## src/rtl/cmp_select_pkg.sv

```systemverilog
package cmp_select_pkg;

    // Which operand the result register captured.
    typedef enum logic {
        PICK_A = 1'b0,
        PICK_B = 1'b1
    } pick_e;

    // Majority function: carry out of one full-adder cell.
    function automatic logic fa_carry(input logic a, input logic b, input logic cin);
        return (a & b) | (a & cin) | (b & cin);
    endfunction

    // Map a borrow bit onto the selection encoding.
    function automatic pick_e pick_from_borrow(input logic borrow);
        return borrow ? PICK_B : PICK_A;
    endfunction

endpackage

```

## src/rtl/borrow_chain.sv

```systemverilog
// Ripple carry chain for a + ~b + 1. Only the final carry is produced;
// its inverse is the unsigned borrow (a < b).
module borrow_chain #(
    parameter int WIDTH = 16
) (
    input  logic [WIDTH-1:0] a,
    input  logic [WIDTH-1:0] b,
    output logic             borrow
);
    import cmp_select_pkg::*;

    localparam int CHAIN = WIDTH + 1;

    logic [CHAIN-1:0] carry;

    assign carry[0] = 1'b1;   // the +1 of the two's complement

    for (genvar i = 0; i < WIDTH; i++) begin : g_cell
        assign carry[i+1] = fa_carry(a[i], ~b[i], carry[i]);
    end

    assign borrow = ~carry[CHAIN-1];

endmodule

```

## src/rtl/syncload_reg.sv

```systemverilog
// Register bank with an enable and a bank-wide synchronous load that
// replaces the normal data with the load data.
module syncload_reg #(
    parameter int WIDTH = 16
) (
    input  logic             clk,
    input  logic             rst,
    input  logic             en,
    input  logic             sload,
    input  logic [WIDTH-1:0] sdata,
    input  logic [WIDTH-1:0] d,
    output logic [WIDTH-1:0] q
);
    localparam logic [WIDTH-1:0] CLEAR = '0;

    always_ff @(posedge clk) begin
        if (rst) begin
            q <= CLEAR;
        end else if (en) begin
            if (sload) q <= sdata;
            else       q <= d;
        end
    end

endmodule

```

## src/rtl/cmp_select_reg.sv

```systemverilog
module cmp_select_reg #(
    parameter int WIDTH = 16
) (
    input  logic             clk,
    input  logic             rst,
    input  logic             in_valid,
    input  logic [WIDTH-1:0] opa,
    input  logic [WIDTH-1:0] opb,
    output logic [WIDTH-1:0] result,
    output logic             took_b
);
    import cmp_select_pkg::*;

    logic  borrow;
    pick_e pick_q;

    borrow_chain #(.WIDTH(WIDTH)) u_chain (
        .a      (opa),
        .b      (opb),
        .borrow (borrow)
    );

    syncload_reg #(.WIDTH(WIDTH)) u_reg (
        .clk   (clk),
        .rst   (rst),
        .en    (in_valid),
        .sload (borrow),
        .sdata (opb),
        .d     (opa),
        .q     (result)
    );

    always_ff @(posedge clk) begin
        if (rst)           pick_q <= PICK_A;
        else if (in_valid) pick_q <= pick_from_borrow(borrow);
    end

    assign took_b = (pick_q == PICK_B);

    // registered value is the unsigned maximum of the sampled operands
    assert_max_value_R2: assert property (@(posedge clk) disable iff (rst)
        in_valid |=> result == (($past(opa) < $past(opb)) ? $past(opb) : $past(opa)));

    // flag reports opa < opb
    assert_flag_R3: assert property (@(posedge clk) disable iff (rst)
        in_valid |=> took_b == ($past(opa) < $past(opb)));

    // equal operands take opa with the flag low
    assert_equal_takes_a_R4: assert property (@(posedge clk) disable iff (rst)
        (in_valid && opa == opb) |=> (!took_b && result == $past(opa)));

    // idle edges leave both registers untouched
    assert_idle_hold_R5: assert property (@(posedge clk) disable iff (rst)
        !in_valid |=> ($stable(result) && $stable(took_b)));

endmodule

```

## config.mk

```make
export PLATFORM = sky130hd
export DESIGN_NAME = cmp_select_reg
export DESIGN_NICKNAME = d
export VERILOG_FILES = /design/src/rtl/cmp_select_pkg.sv /design/src/rtl/borrow_chain.sv /design/src/rtl/syncload_reg.sv /design/src/rtl/cmp_select_reg.sv
export SDC_FILE = /design/constraint.sdc
export NUM_CORES = 1
export LEC_CHECK = 0
export BUFFER_PORTS_ARGS = -buffer_cell sky130_fd_sc_hd__buf_2
export CORE_MARGIN = 2
export CORE_UTILIZATION = 44
export DETAILED_ROUTE_END_ITERATION = 12
export PLACE_DENSITY = 0.78
export SYNTH_ARGS = -nofsm -noshare
export SYNTH_HDL_FRONTEND = slang
export SYNTH_SLANG_ARGS = --single-unit
```

## constraint.sdc

```tcl
create_clock -name clk -period 2.45 [get_ports clk]
set_input_delay 0.245 -clock clk [delete_from_list [all_inputs] [get_ports clk]]
set_output_delay 0.245 -clock clk [all_outputs]
set_load 0.02 [all_outputs]
```

==> impl_metrics.ini <==
[worst_setup_path]
critPathRequiredTime_ns = 2.61
worstSetupStartpointType = input port
cp_top_family = adder cells
crit_fanout = 13
worst_path_most_repeated_cell = maj3_2
path_buf_inv = 2
crit_arrival_ns = 2.06
slowest_stage = or3_1
path_cells = buf_2 > nor2b_1 > maj3_2 > maj3_2 > or3_1 > o32ai_2 > buf_12 > a221oi_1
crit_type = in2reg
endpoint_kind = flip-flop
cpPeakStageDelay_ns = 0.37

[clocking]
cts_hold_buffers = 0
clock-root-buffer = clkbuf_4
cts_resized = 0
cts_buffer_depth = 2
path_clk_slew_ns = 0.10
cts.sinks = 17
cts_htree_levels = 1
clk_latency_ns = 0.28
post_cts_buffers = 0
cts_tree = built
cts_buffers = 3

[run_status]
status = finished clean

[drt]
drc = 0
firstDrtPassIters = 5
routedWlPerCell_um = 13.6
via_per_inst = 5.52
antenna_left = 0
wl_mm = 2.73
vias = 1103
dr.first_iter.drc_count = 23

[synthesis]
synth_warnings = 0
synth.most_common_cell = inv_1
synth.distinct_cells = 27
syn_inst = 120
yosys_most_used_dff = dfxtp_1
yosys.area.top_type = dfxtp_1
synth_top_area_share = 0.334
avgSynthCellArea_um2 = 8.49
ys_seq_area_frac = 0.334
async_flop_share = 0
synth.ff_latch_count = 17
synth_common_cells = inv_1 (32), dfxtp_1 (17), o21bai_1 (15)
synth_area_mm2 = 0.00102
synth_area_leaders = dfxtp_1 (33%), inv_1 (12%), a221oi_1 (11%)
synth_edf_count = 0
synth_fp_nets = 155

[finish]
antenna_cells = 0
area_growth_pct = 30.5
drive_gt1_frac = 0.360
fillers = 218
final_nets = 208
final_util = 0.607

[floorplan]
row_count = 17
die_w_um = 52.1
core_area_mm2 = 0.00219
die_area_mm2 = 0.00272
io_pins = 52
fp.dieH_um = 52.1
initial_core_util = 0.465

[placed_design]
hpwl_mm = 2.07
port-buffer-count = 51
dp_slack_ns = 0.249
gp_congestion = 0.856

[power]
seqPwrFrac = 0.462
switching_share = 0.331
p_int_uw = 457
power_frac_comb = 0.314
ir_worst_vdd_v = 0.000296
clkPwrFrac = 0.223
power.density_mw_per_mm2 = 514
p_leak_nw = 0.729
p_sw_uw = 226

[run]
maxCapViolations = 0

[global_routing]
grt_pass1_wl_mm = 4.40
antenna_found_initial = 0
grt_use_total = 0.214
overflow = 0
grt_pass1_vias = 1040
grt_max_degree = 20

[timing]
timing.final.crit_share = 0.775
min_period_ns = 1.90
setup_violations = 0
hold_ws_ns = 0.208
max-slew-margin-rel = 0.688
fmax_mhz = 527
layout_setup_ws_ns = 0.551
finClkSkew_ns = 0
final_hold_viol_count = 0
rsz0062_at_grt = false
slew_violations = 0
finalSetupTns_ns = 0
worstMarginPinSlew_ns = 0.468

[hold_path]
hold_path_class = in2reg
==> state kept, by name, indices dropped and copies added (netlist names) <==
name / flops
u_reg.q: 16
took_b: 1
==> power by group through the flow <==
stage | logic [mW] | registers (mW) | clock network [mW]
CTS | 0.215 | 0.316 | 0.155
global placement | 0.209 | 0.320 | 0
floorplan | 0.100 | 0.353 | 0
finish | 0.215 | 0.316 | 0.152
global route | 0.234 | 0.319 | 0.166
detailed placement | 0.213 | 0.322 | 0
==> area by class of cell <==
class	count	area [um2]	share of cell area
Multi-Input combinational cell	66	524	0.395
Sequential cell	17	340	0.256
Timing Repair Buffer	53	283	0.213
Inverter	32	120	0.0904
Tap cell	28	35.0	0.0264
Clock buffer	4	26.3	0.0198
==> cells by family (layout without fill, tap and decap cells) <==
| logic type | count (synthesis) | count (layout) | synth area share |
|---|---|---|---|
| AO/OA/AOI/OAI | 49 | 49 | 0.405 |
| buffers and inverters | 37 | 89 | 0.151 |
| flip-flops | 17 | 17 | 0.334 |
| AND/OR/NAND/NOR | 13 | 13 | 0.0676 |
| adder cells (fa/ha/maj) | 4 | 4 | 0.0418 |
==> final timing paths <==
path	to	startpoint	cells after the start	slack (ns)
min reg2reg	u_reg.q[15]	u_reg.q[15]	2	0.49
min	u_reg.q[0]	opa[0]	3	0.21
max	u_reg.q[5]	opa[13]	8	0.55
max reg2reg	u_reg.q[12]	u_reg.q[12]	2	1.73
==> stage by stage <==
stage | instances | area [um2] | total power [mW]
final | 200 | 1330 | 0.683
after floorplan | 120 | 1020 | 0.453
after detailed placement | 196 | 1300 | 0.535
after global placement | 196 | 1300 | 0.530
after global routing | 200 | 1330 | 0.719
after CTS | 200 | 1330 | 0.686
==> routing by layer <==
metal,GRT usage,vias up,routed length (um)
met5,0,-,0
met1,0.248,521,1140
li1,-,542,-
met3,0.0259,4,157
met2,0.401,36,1410
met4,0.0658,0,25
==> worst register-to-register path: stages, from the launching register on <==
cell	delay [ns]
dfxtp_1	0.36
o21bai_1	0.07
a221oi_1	0.20
==> layout by cell type, fill, tap and decap left out, types with 2 or more instances in the layout <==
cell type  netlist  layout
dfxtp_1         17      17
buf_2            0      51
nand2b_1         2       2
inv_1           32      32
clkbuf_4         0       3
a221oi_2         2       2
o221ai_1         2       2
o22ai_1          3       3
o21bai_1        15      15
nand2_1          3       3
a222oi_1         2       2
a221oi_1        13      13
maj3_2           2       2
o21ai_0          2       2
nor2b_1          4       4
nor2_1           2       2
a22oi_1          3       3
maj3_1           2       2
No activity file was read; power rests on OpenSTA's default activity.
